--- src/rtl/cc_enc_pkg.sv ---
package cc_enc_pkg;
  typedef enum logic [2:0] {
    LVL_BLANK    = 3'd0,
    LVL_RUNIN_UP = 3'd1,
    LVL_RUNIN_DN = 3'd2,
    LVL_DATA_LO  = 3'd3,
    LVL_DATA_HI  = 3'd4
  } cc_level_e;

  localparam int RUNIN_SLOTS = 7;
  localparam int START_SLOTS = 3;
  localparam int DATA_SLOTS  = 16;
  localparam int TOTAL_SLOTS = RUNIN_SLOTS + START_SLOTS + DATA_SLOTS;
  localparam int SLOT_W      = $clog2(TOTAL_SLOTS);
  localparam int WORD_W      = 2 * DATA_SLOTS;
endpackage

--- src/rtl/cc_line_match.sv ---
module cc_line_match #(
  parameter int LINE_W = 10,
  parameter int LINE_A = 21,
  parameter int LINE_B = 284
) (
  input  logic [LINE_W-1:0] line_num,
  input  logic              field_second,
  input  logic              en_a,
  input  logic              en_b,
  output logic              hit,
  output logic              use_upper
);
  localparam logic [LINE_W-1:0] LINE_A_C = LINE_W'(LINE_A);
  localparam logic [LINE_W-1:0] LINE_B_C = LINE_W'(LINE_B);

  logic match_a;
  logic match_b;

  always_comb begin
    match_a   = en_a && (line_num == LINE_A_C) && !field_second;
    match_b   = en_b && (line_num == LINE_B_C) && field_second;
    hit       = match_a || match_b;
    use_upper = match_b;
  end
endmodule

--- src/rtl/cc_shadow_reg.sv ---
module cc_shadow_reg #(
  parameter int DATA_W = 32
) (
  input  logic              clk,
  input  logic              rst_n,
  input  logic              load,
  input  logic [DATA_W-1:0] din,
  output logic [DATA_W-1:0] dout
);
  logic [DATA_W-1:0] shadow_q;
  logic [DATA_W-1:0] shadow_d;

  always_comb begin
    shadow_d = shadow_q;
    if (load) shadow_d = din;
  end

  always_ff @(posedge clk or negedge rst_n) begin
    if (!rst_n) shadow_q <= '0;
    else        shadow_q <= shadow_d;
  end

  assign dout = shadow_q;

  assert_shadow_hold_R8: assert property (@(posedge clk) disable iff (!rst_n)
    !load |=> $stable(shadow_q));
endmodule

--- src/rtl/cc_slot_timer.sv ---
module cc_slot_timer
  import cc_enc_pkg::*;
#(
  parameter int HCNT_W      = 11,
  parameter int BIT_SAMPLES = 54,
  parameter int RUNIN_START = 284
) (
  input  logic [HCNT_W-1:0] hcount,
  output logic              in_win,
  output logic              in_runin,
  output logic [SLOT_W-1:0] slot,
  output logic              first_half,
  output logic              last_sample
);
  localparam logic [HCNT_W-1:0] START_C = HCNT_W'(RUNIN_START);
  localparam logic [HCNT_W-1:0] BIT_C   = HCNT_W'(BIT_SAMPLES);
  localparam logic [HCNT_W-1:0] HALF_C  = HCNT_W'(BIT_SAMPLES / 2);
  localparam logic [HCNT_W-1:0] TOT_C   = HCNT_W'(TOTAL_SLOTS);
  localparam logic [HCNT_W-1:0] RUN_C   = HCNT_W'(RUNIN_SLOTS);

  logic [HCNT_W-1:0] offset;
  logic [HCNT_W-1:0] quo;
  logic [HCNT_W-1:0] rem;

  always_comb begin
    offset      = hcount - START_C;
    quo         = offset / BIT_C;
    rem         = offset % BIT_C;
    in_win      = (hcount >= START_C) && (quo < TOT_C);
    in_runin    = in_win && (quo < RUN_C);
    slot        = quo[SLOT_W-1:0];
    first_half  = rem < HALF_C;
    last_sample = in_win && (quo == TOT_C - 1'b1) && (rem == BIT_C - 1'b1);
  end
endmodule

--- src/rtl/cc_bit_serializer.sv ---
module cc_bit_serializer
  import cc_enc_pkg::*;
(
  input  logic [WORD_W-1:0] word,
  input  logic              use_upper,
  input  logic [SLOT_W-1:0] slot,
  input  logic              first_half,
  output cc_level_e         level
);
  logic [6:0]             char_lo;
  logic [6:0]             char_hi;
  logic [DATA_SLOTS-1:0]  payload;
  logic [TOTAL_SLOTS-1:0] frame;

  always_comb begin
    char_lo = use_upper ? word[22:16] : word[6:0];
    char_hi = use_upper ? word[30:24] : word[14:8];
    payload = {~^char_hi, char_hi, ~^char_lo, char_lo};
    frame   = {payload, 1'b1, 2'b00, {RUNIN_SLOTS{1'b0}}};
    if (slot < SLOT_W'(RUNIN_SLOTS))
      level = first_half ? LVL_RUNIN_UP : LVL_RUNIN_DN;
    else
      level = frame[slot] ? LVL_DATA_HI : LVL_DATA_LO;
  end
endmodule

--- src/rtl/cc_line_encoder.sv ---
module cc_line_encoder
  import cc_enc_pkg::*;
#(
  parameter int LINE_W      = 10,
  parameter int HCNT_W      = 11,
  parameter int BIT_SAMPLES = 54,
  parameter int RUNIN_START = 284,
  parameter int LINE_A      = 21,
  parameter int LINE_B      = 284
) (
  input  logic              clk,
  input  logic              rst_n,
  input  logic [LINE_W-1:0] line_num,
  input  logic              field_second,
  input  logic [HCNT_W-1:0] hcount,
  input  logic              cc_en_a,
  input  logic              cc_en_b,
  input  logic [31:0]       cap_data,
  input  logic              field_start,
  output logic [2:0]        level_code,
  output logic              line_sent
);
  logic              hit;
  logic              use_upper;
  logic [WORD_W-1:0] word;
  logic              in_win;
  logic              in_runin;
  logic [SLOT_W-1:0] slot;
  logic              first_half;
  logic              last_sample;
  cc_level_e         ser_level;
  cc_level_e         level_d;
  cc_level_e         level_q;
  logic              sent_d;
  logic              sent_q;

  cc_line_match #(.LINE_W(LINE_W), .LINE_A(LINE_A), .LINE_B(LINE_B)) match_i (
    .line_num(line_num), .field_second(field_second),
    .en_a(cc_en_a), .en_b(cc_en_b), .hit(hit), .use_upper(use_upper));

  cc_shadow_reg #(.DATA_W(WORD_W)) shadow_i (
    .clk(clk), .rst_n(rst_n), .load(field_start), .din(cap_data), .dout(word));

  cc_slot_timer #(.HCNT_W(HCNT_W), .BIT_SAMPLES(BIT_SAMPLES),
                  .RUNIN_START(RUNIN_START)) timer_i (
    .hcount(hcount), .in_win(in_win), .in_runin(in_runin), .slot(slot),
    .first_half(first_half), .last_sample(last_sample));

  cc_bit_serializer ser_i (
    .word(word), .use_upper(use_upper), .slot(slot),
    .first_half(first_half), .level(ser_level));

  always_comb begin
    level_d = LVL_BLANK;
    if (hit && in_win) level_d = ser_level;
    sent_d = hit && last_sample;
  end

  always_ff @(posedge clk or negedge rst_n) begin
    if (!rst_n) begin
      level_q <= LVL_BLANK;
      sent_q  <= 1'b0;
    end else begin
      level_q <= level_d;
      sent_q  <= sent_d;
    end
  end

  assign level_code = level_q;
  assign line_sent  = sent_q;

  assert_blank_off_line_R2: assert property (@(posedge clk) disable iff (!rst_n)
    !$past(hit) |-> level_q == LVL_BLANK);
  assert_runin_in_window_R3: assert property (@(posedge clk) disable iff (!rst_n)
    (level_q == LVL_RUNIN_UP || level_q == LVL_RUNIN_DN) |-> $past(in_runin));
  assert_blank_outside_R7: assert property (@(posedge clk) disable iff (!rst_n)
    !$past(in_win) |-> level_q == LVL_BLANK);
  assert_sent_after_end_R9: assert property (@(posedge clk) disable iff (!rst_n)
    sent_q |-> $past(hit && last_sample));
  assert_sent_single_R9: assert property (@(posedge clk) disable iff (!rst_n)
    sent_q |=> !sent_q);
endmodule

--- config.mk ---
export PLATFORM = sky130hd
export DESIGN_NAME = cc_line_encoder
export DESIGN_NICKNAME = d
export VERILOG_FILES = /design/src/rtl/cc_enc_pkg.sv /design/src/rtl/cc_line_match.sv /design/src/rtl/cc_shadow_reg.sv /design/src/rtl/cc_slot_timer.sv /design/src/rtl/cc_bit_serializer.sv /design/src/rtl/cc_line_encoder.sv
export SDC_FILE = /design/constraint.sdc
export NUM_CORES = 1
export LEC_CHECK = 0
export CAP_MARGIN = 20
export CORE_MARGIN = 3
export CORE_UTILIZATION = 45
export CTS_BUF_LIST = sky130_fd_sc_hd__clkbuf_4 sky130_fd_sc_hd__clkbuf_8 sky130_fd_sc_hd__clkbuf_16
export CTS_CLUSTER_DIAMETER = 150
export DETAILED_ROUTE_END_ITERATION = 8
export DONT_BUFFER_PORTS = 1
export PLACE_DENSITY = 0.62
export REMOVE_ABC_BUFFERS = 1
export SETUP_SLACK_MARGIN = 0.4
export SYNTH_ARGS = -nofsm -noshare
export SYNTH_HDL_FRONTEND = slang
export SYNTH_SLANG_ARGS = --single-unit
--- constraint.sdc ---
create_clock -name clk -period 3.3 [get_ports clk]
set_input_delay 0.99 -clock clk [delete_from_list [all_inputs] [get_ports clk]]
set_output_delay 0.99 -clock clk [all_outputs]
set_load 0.05 [all_outputs]
* Yosys cells after proc, flatten, opt, wreduce, memory -nomap -nowiden
Cells that the tools add are included.
** Storage, ports and cells
- Flip-flop bits (word level) :: 35
- Input bits :: 59
- Output and inout bits :: 4
- Logic and storage cells :: 36
** Cells by class
- Add/subtract/negate cells :: 1
- Divide/modulo/power cells :: 2
- $lt $le $gt $ge :: 5
- Eq/ne operators :: 4
- Mux-type cells :: 8
- Reduce and logical (&&, ||, !) cells :: 13
** Operators by type and width (number)
- $lt A11 B5 Y1 const B :: 2
- $mux W7 :: 2
- $reduce_xnor A7 Y1 :: 2
- $div A11 B6 Y11 const B :: 1
- $eq A11 B5 Y1 const B :: 1
- $eq A11 B6 Y1 const B :: 1
- $ge A11 B9 Y1 const B :: 1
- $mod A11 B6 Y11 const B :: 1
- $sub A11 B9 Y11 const B :: 1
- $eq A10 B5 Y1 const B :: 1
- $eq A10 B9 Y1 const B :: 1
- $logic_and A1 B1 Y1 :: 9
- $mux W3 :: 3
- $lt A5 B6 Y1 const B :: 1
- $bmux W1 S5 :: 1
- $lt A5 B3 Y1 const B :: 1
- $mux W2 :: 1
- $logic_not A1 Y1 :: 1
- $logic_or A1 B1 Y1 :: 1
- $mux W1 :: 1

* Depth between registers and ports, before layout
Gate-level depths: netlist (run 1).
- Word-level depth :: 10
- Depth in mapped cells :: 26
- Depth with buffers taken out :: 22

* Cells and area by module
From an unflattened synthesis (run 1), not the netlist that was laid out.
** Second synthesis, totals
- Cell total of the unflattened synthesis :: 413
- Area total of the unflattened synthesis :: 4177.8 um^2
** By module, submodules not included
- cc_slot_timer :: instances 1, cells an instance 265, area each 1956.9 um^2, seq. area each 0.0 um^2
- cc_shadow_reg :: instances 1, cells an instance 68, area each 1345.0 um^2, seq. area each 800.8 um^2
- cc_bit_serializer :: instances 1, cells an instance 63, area each 671.9 um^2, seq. area each 0.0 um^2
- cc_line_encoder :: instances 1, cells an instance 8, area each 126.4 um^2, seq. area each 100.1 um^2
- cc_line_match :: instances 1, cells an instance 9, area each 77.6 um^2, seq. area each 0.0 um^2

* Worst setup path after synthesis (run 1)
Ideal clock, no wire load.
- Kind :: input to register
- From :: input hcount[2]
- To :: register level_q[2] (netlist: level_code[2])
- Setup time :: 120 ps
- Arrival :: 6852 ps
- Data required time :: 3180 ps
- Setup slack :: -3672 ps
- Stages :: 25
- Buffers on the path :: 3
- Cell sequence :: ha_1 > a2111oi_4 > xnor2_1 > a211o_1 > or3_1 > o221a_2 > buf_2 > nand4_1 > o311ai_1 > or4_1 > buf_2 > a41o_1 > o21a_2 > nor2_4 > buf_2 > xor2_1 > ha_1 > nand2_1 > and4_1 > or3_4 > o21ai_4 > mux4_2 > a2bb2oi_1 > a22oi_1 > and4_1
** On the way
- Longest elaborated chain between the ends :: 7
- Elaborated cells on any way between the ends :: 12
- Classes of those cells :: 1 x add/sub; 1 x div; 3 x order compare; 5 x mux; 2 x reduce/logical
** Ends and longest elaborated chain
- start: declaration :: RTL line cc_line_encoder.sv:15 : input logic [HCNT_W-1:0] hcount,
- $sub A11 B9 Y11 :: RTL line cc_slot_timer.sv:26 : offset = hcount - START_C;
- $div A11 B6 Y11 :: RTL line cc_slot_timer.sv:27 : quo = offset / BIT_C;
- $bmux W1 S5 :: RTL line cc_bit_serializer.sv:23 : level = frame[slot] ? LVL_DATA_HI : LVL_DATA_LO;
- $mux W1 (implied by the code) :: RTL line cc_bit_serializer.sv:23
- $mux W3 :: RTL line cc_bit_serializer.sv:23
- $mux W3 :: RTL line cc_bit_serializer.sv:20 : if (slot < SLOT_W'(RUNIN_SLOTS))
- $mux W3 (*) :: RTL line cc_line_encoder.sv:55 : if (hit && in_win) level_d = ser_level;
- via level_d[2] :: RTL line cc_line_encoder.sv:32 : cc_level_e level_d;
- end signal: assignment :: RTL line cc_line_encoder.sv:64 : level_q <= level_d;
- end: declaration :: RTL line cc_line_encoder.sv:33 : cc_level_e level_q;
The timed path passes the listed nets; every way through them passes the cells marked *. The select of a mux whose other input is x is not followed.
A chain may end at the register's enable or synchronous reset.

* Worst setup path in the final report (run 1)
- From :: input hcount[2]
- To :: register level_q[0] (netlist: level_code[0])
The elaborated chain is that of the path after synthesis.

==> results of run 1 <==
-- layout by cell type, fill, tap and decap left out, types with 3 or more instances in the layout --
cell type	instances
inv_1	6
a21o_1	3
a211oi_1	5
o21ai_0	15
nand4_1	7
o21ai_1	3
nor3_1	15
nor4_2	5
o22ai_1	3
a21oi_1	20
or3_1	7
buf_6	5
buf_4	148
nand2b_1	3
clkbuf_8	6
a31oi_1	5
xnor2_1	21
nand2_1	34
a211oi_4	3
nor3_2	3
xor2_1	7
nor3_4	4
dfrtp_1	32
xnor2_2	6
and3_1	3
nor2_1	18
a211o_1	3
nor4_1	6
nand3_1	18
mux2i_1	13
a311oi_2	3
o31ai_1	5
o211ai_1	12
and2_1	4
mux2_2	34
-- final cells by class --
cell class	instances	area [sq um]	share of cell area [%]
multi-input cells	375	3217	59.17
clock buffers	6	82.58	1.519
clock inverters	2	15.01	0.2762
inverters	7	26.28	0.4833
flip-flops and latches	32	800.8	14.73
repair buffers	153	1167	21.47
well taps	102	127.6	2.348
-- registers in the layout (all words and copies together) (netlist names) --
signal	count
shadow_i.dout	28
level_code	3
line_sent	1
-- power by group through the flow --
stage / Combinational, mW / Sequential, mW / Clock [mW]
after global placement: 2.55 / 0.464 / 0
after global routing: 3.18 / 0.466 / 0.343
after detailed placement: 2.59 / 0.467 / 0
after floorplan: 1.49 / 0.457 / 0
final: 2.97 / 0.459 / 0.321
after CTS: 2.76 / 0.459 / 0.327
-- synth_stat cells (4+ instances only) --
master     n  area share (%)
mux2_2    35              10
or3_1      7             1.2
xor2_1     9             2.1
o22ai_1    4            0.66
xnor2_1   26             6.0
a211oi_1   8             1.6
a211o_1    4            0.92
mux2i_1   13             3.4
o31ai_1    5            0.99
nand3_1   18             2.4
nor3_1    18             2.4
o21ai_0   17             2.2
and3_1     4            0.66
nor2_1    18             1.8
dfrtp_1   32              21
a31oi_1    5            0.82
clkbuf_1   9            0.89
and2_1     4            0.66
nand2_1   36             3.6
nor4_1    10             1.6
inv_1      6            0.59
a21oi_1   20             2.6
nand4_1    7             1.2
buf_2      7            0.92
o211ai_1  12             2.4
-- repair_timing --
| action | 4_1_cts | 5_1_grt |
|---|---|---|
| endpoints found under the setup margin | 4 | 4 |
| gates resized for setup | 32 | 33 |
| setup buffers | 9 | 11 |
| pin swaps | 25 | 38 |
-- routing by layer --
| metal | vias to the layer above | GRT usage (%) |
|---|---|---|
| li1 | 1989 | - |
| met4 | 0 | 5.857 |
| met1 | 2075 | 31.15 |
| met3 | 21 | 2.429 |
| met2 | 129 | 43.04 |
| met5 | - | 0 |
-- worst max-delay path, stage by stage --
cell       delay, ns
ha_4            0.16
a2111oi_4       0.49
o21bai_1        0.17
xnor2_1         0.32
a21oi_4         0.11
a211o_1         0.29
buf_4           0.17
nor4_1          0.32
a311oi_2        0.10
and3_4          0.21
or4_4           0.52
a211oi_4        0.30
nor2_4          0.08
xor2_2          0.16
ha_2            0.21
nand2_2         0.06
and4_4          0.20
or3_4           0.41
o21ai_4         0.15
mux4_2          0.52
a2bb2oi_2       0.17
nand3_1         0.10
a31oi_1         0.18
-- logic make-up after synthesis --
| group | Yosys count | synth area share (%) |
|---|---|---|
| mux | 50 | 14.76 |
| fa+ha+maj | 4 | 1.249 |
| buf+inv | 30 | 3.517 |
| xor+xnor | 36 | 8.482 |
| flops | 32 | 21.04 |
| simple gates | 153 | 22.88 |
| compound gates | 132 | 28.07 |
-- stage by stage --
stage	std cells	hold slack (ns)	power [mW]	setup slack, ns	cell area [sq um]
2_1_floorplan	414	0.4799	1.945	-3.665	3699
3_3_place_gp	649	0.4905	3.011	-3.335	4825
3_5_place_dp	649	0.4946	3.057	-3.460	4825
4_1_cts	666	0.3890	3.548	-2.776	5181
5_1_grt	677	0.3813	3.993	-3.126	5436
6_report	677	0.3947	3.747	-2.889	5436
-- final timing paths --
check                             startpoint                 to  slack (ns)
max                                hcount[2]      level_code[0]       -2.89
min                                    rst_n  shadow_i.dout[18]        0.39
min in group clk           shadow_i.dout[22]  shadow_i.dout[22]        0.51
min reg2reg                shadow_i.dout[22]  shadow_i.dout[22]        0.51
max reg2reg                 shadow_i.dout[0]      level_code[0]        1.13
max in group asynchronous              rst_n  shadow_i.dout[13]        2.82
==> summary.txt, run 1 <==
GRT
  – Number of global-route vias before repair: around 4,000
  – GRT Total Usage: around 24%
  – First-pass GRT wire length: between 15 and 20 mm
  – Grt ovf: 0
  – Largest net degree at the start of global routing: 33
  – Initial antenna violation count: 0

Place
  – Routability Congestion: a little over 0.9
  – IO Port Bufs: 0
  – Hpwl dp: around 9.1 mm

Die
  – Initial Util: a little under half
  – # rows: 32
  – Core footprint: 7968 sq um
  – Die area: approximately 9600 sq um
  – Die width: 97.97 um
  – Io pins: 63
  – Chip height: between 90 and 100 um

Final layout
  – Nets: 636
  – # diodes: 0
  – Filler cell count: between 600 and 700
  – Synth-to-layout area growth: 42.83%
  – Layout Utilization: 68.23%
  – Layout cells sized above 1: a little under half

Outcome
  – Failing checks: setup timing
  – Outcome: finished with violations

Synth
  – Post-Syn Area: approximately 3800 sq um
  – Post-synthesis cell count: 437
  – Synthesized area per cell: roughly 8.7 sq um
  – Netlist cell types: 93
  – Seq/Total Area, Yosys: 21.04%
  – Primary FF master, synth: dfrtp_1
  – #FFs+latches synth: 32
  – Fraction of registers with async set/reset: 100.0%
  – Post-synth EDFFs: 0
  – Yosys warns: 0

Setup path
  – CP arrival: 6.40 ns
  – Startpoint types: input pin
  – Worst-path maximum fanout: 19
  – Critical Path Sink Type: register
  – Worst endpoint required time: around 3.5 ns
  – Number of cells on the worst reg-to-reg path: 12
  – Critical path class: in2reg

Route
  – DR DRC count: 0
  – Met3 routed WL: approximately 480 um
  – Antenna-violating nets left: 0
  – Highest routed layer: met4
  – Wire length on met1: around 5.3 mm
  – Routed wl met2: approximately 6.3 mm
  – Vias/cell: 6.225
  – Routed vias: between 4,000 and 5,000
  – WL per Instance: approximately 18 um
  – 1st-iter DRT viols: around 250
  – Final WL: 12.31 mm
  – Pre-antenna DRT Iters: 5

STA
  – Least-Margin Pin Slew: roughly 0.65 ns
  – Slew HR: 56.04%
  – Max-slew violations: 0
  – Final-report setup violation count: 4
  – Final hold vios: 0
  – Min setup slack post-route: -2.889 ns
  – Tcrit/Tclk final: 187.5%
  – Final min period: about 6.2 ns
  – RSZ-0062 raised after global routing: yes
  – Worst Clk Skew: 0.006531 ns
  – Fmax: between 150 and 200 MHz
  – Final TNS setup: -11.25 ns

Power and ir drop
  – Max VDD drop: about 0.00052 V
  – P_int: 2.103 mW
  – Pleak: roughly 2.2 nW
  – Seq pwr share: about an eighth
  – Clk pwr share: 8.6%
  – P_sw: 1.644 mW
  – Sw Ratio: between 40% and 50%
  – Power Dens Cells: around 690 nW/um^2
  – Combinational power share: ~79%

Clock network
  – TritonCTS clock tree: done
  – Clk sinks: 32
  – Root Driver: clkbuf_8
  – Worst-skew pair later-pin latency: roughly 0.28 ns
  – Clk buf depth: 2
  – Hold_buf cts: 0
  – Worst-path clk slew: around 0.070 ns
  – CTS HTree Levels: 2
  – CTS buffer count: 5

Hold path
  – Tightest Hold Check Type: in2async

Job
  – Max_cap viols: 0
(Power assumes the default switching activity.)
==> run 2: changes to the inputs <==
TNS_END_PERCENT = 1   (was not set)
clock period = 7.8 ns   (was 3.3 ns; I/O delays follow)
==> run 2 against run 1 <==
Net effect:
- the run now ends clean
- critical path depth grew 3
- critical endpoint unchanged
- first-iteration DRC count grew 20%
- worst hold slack gained 0.12 ns
- combinational power shrank 61%
- clock power shrank 58%
- clock skew shrank 0.0035 ns
==> summary.txt, run 2 (synthesis results as in run 1) <==
STA
  – Final-report setup violation count: 0
  – Tcrit/Tclk final: between 90% and 100%
  – RSZ-0062 raised after global routing: yes
  – Fmax: 130.3 MHz
  – Least-Margin Pin Slew: around 0.53 ns
  – Final hold vios: 0
  – Final min period: 7.676 ns
  – Worst Clk Skew: about 0.0031 ns
  – Slew HR: 64.32%
  – Max-slew violations: 0
  – Min setup slack post-route: around 0.12 ns

Route
  – Pre-antenna DRT Iters: 5
  – Vias/cell: ~6.1
  – WL per Instance: between 15 and 20 um
  – Final WL: ~12 mm
  – DR DRC count: 0
  – Antenna-violating nets left: 0
  – 1st-iter DRT viols: just under 300
  – Routed vias: between 4,000 and 5,000

Final layout
  – Nets: 619
  – Filler cell count: between 600 and 700
  – Commonest non-fill, non-tap cells in the layout: buf_4, mux2_2, nand2_1, dfrtp_1, xnor2_1
  – Multi-input gate area: ~3200 sq um
  – Reg area: roughly 800 sq um
  – Finished Layout Cells: 660
  – Synth-to-layout area growth: 39.18%
  – Largest register FFs: 28
  – # diodes: 0
  – Layout cells sized above 1: 45.52%
  – Commonest non-fill, non-tap cell in the layout: buf_4

Die
  – Chip height: a little under 100 um
  – Initial Util: between 40% and 50%
  – # rows: 32
  – Die width: roughly 98 um
  – Io pins: 63
  – Die area: around 9600 sq um
  – Core footprint: about 8000 sq um

Place
  – Hpwl dp: approximately 8.6 mm
  – IO Port Bufs: 0
  – Pre-CTS WS: -0.5956 ns
  – Routability Congestion: approximately 0.95
  – Placed Cells: approximately 630

Clock network
  – Worst-path clk slew: 0.07 ns
  – Clk sinks: 32
  – Clk buf depth: 2
  – Worst-skew pair later-pin latency: between 0.2 and 0.3 ns
  – CTS HTree Levels: 2
  – CTS buffer count: 5
  – TritonCTS clock tree: done
  – Root Driver: clkbuf_8

GRT
  – GRT Total Usage: a little under a quarter
  – Number of global-route vias before repair: approximately 4,000
  – First-pass GRT wire length: around 19 mm
  – Largest net degree at the start of global routing: 33
  – Initial antenna violation count: 0
  – Grt ovf: 0

Hold path
  – Tightest Hold Check Type: reg2reg

Power and ir drop
  – Max VDD drop: approximately 0.00018 V
  – Pleak: ~2.1 nW
  – Power Dens Cells: around 280 nW/um^2

Setup path
  – Max incr delay on CP: 0.57 ns
  – Critical Path Sink Type: register
  – Worst-path maximum fanout: 19
  – Worst endpoint required time: 8.00 ns
  – CP arrival: approximately 7.9 ns
  – Startpoint types: input pin
  – Critical path class: in2reg
  – Critical path's slowest cell: or4_4

Job
  – Max_cap viols: 0

Outcome
  – Outcome: finished, final reports clean
[run 2: report_power, final]
part	switching, mW	internal (mW)
combinational	0.588	0.567
sequential	0.0133	0.181
clock	0.0650	0.0713
total	0.666	0.819
[run 2: path summary, 6_finish.rpt]
check | from | end | slack [ns] | cells after the start
worst max-delay path | hcount[2] | level_code[0] | 0.12 | 26
worst min-delay path | shadow_i.dout[30] | shadow_i.dout[30] | 0.52 | 1
worst max register to register | shadow_i.dout[0] | level_code[0] | 5.56 | 11
worst min register to register | shadow_i.dout[30] | shadow_i.dout[30] | 0.52 | 1
max in group asynchronous | rst_n | shadow_i.dout[28] | 5.99 | 0
min in group asynchronous | rst_n | shadow_i.dout[2] | 1.74 | 0
[run 2: stage by stage]
stage                     area [sq um]  TNS [ns]  power (mW)  utilization (%)  hold WS, ns
final                             5298         0       1.485            66.49       0.5161
after global placement            4674    -1.725       1.198            58.67       0.4909
after detailed placement          4674    -1.894       1.215            58.67       0.4996
after floorplan                   3699    -1.429      0.8228                -       0.4799
after global routing              5298   -0.1418       1.584            66.49       0.5434
after CTS                         5146         0       1.429            64.59       0.5152
[run 2: area by class of cell]
type,instances,share of cell area (%)
clock inverters,2,0.2834
well taps,102,2.409
multi-input cells,375,60.23
flip-flops and latches,32,15.12
inverters,7,0.4960
clock buffers,6,1.559
repair buffers,136,19.91
[run 2: timing repair]
item                       CTS  global route
gates resized for setup     45            22
hold buffers                 0             0
setup buffers               18             5
pin swaps                   26            30
setup endpoints to repair    4             4
[run 2: layer usage]
metal | global-route usage, % | routed length (um) | share of wire, % | up-vias
li1 | - | - | - | 1962
met1 | 29.94 | 5039 | 43 | 1960
met2 | 40.37 | 6042 | 52 | 111
met3 | 2.429 | 422 | 3.6 | 19
met4 | 7.561 | 180 | 1.5 | 0
met5 | 0 | 0 | 0 | -
[run 2: worst max-delay path, delay by kind of cell]
family / cells / cell delay (ns)
muxes: 3 / 1.02
and+or+nand+nor: 7 / 1.54
AOI/OAI and AO/OA: 8 / 1.59
buffers and inverters: 4 / 0.66
xor gates and xnor gates: 2 / 0.32
adders and majority gates: 2 / 0.39
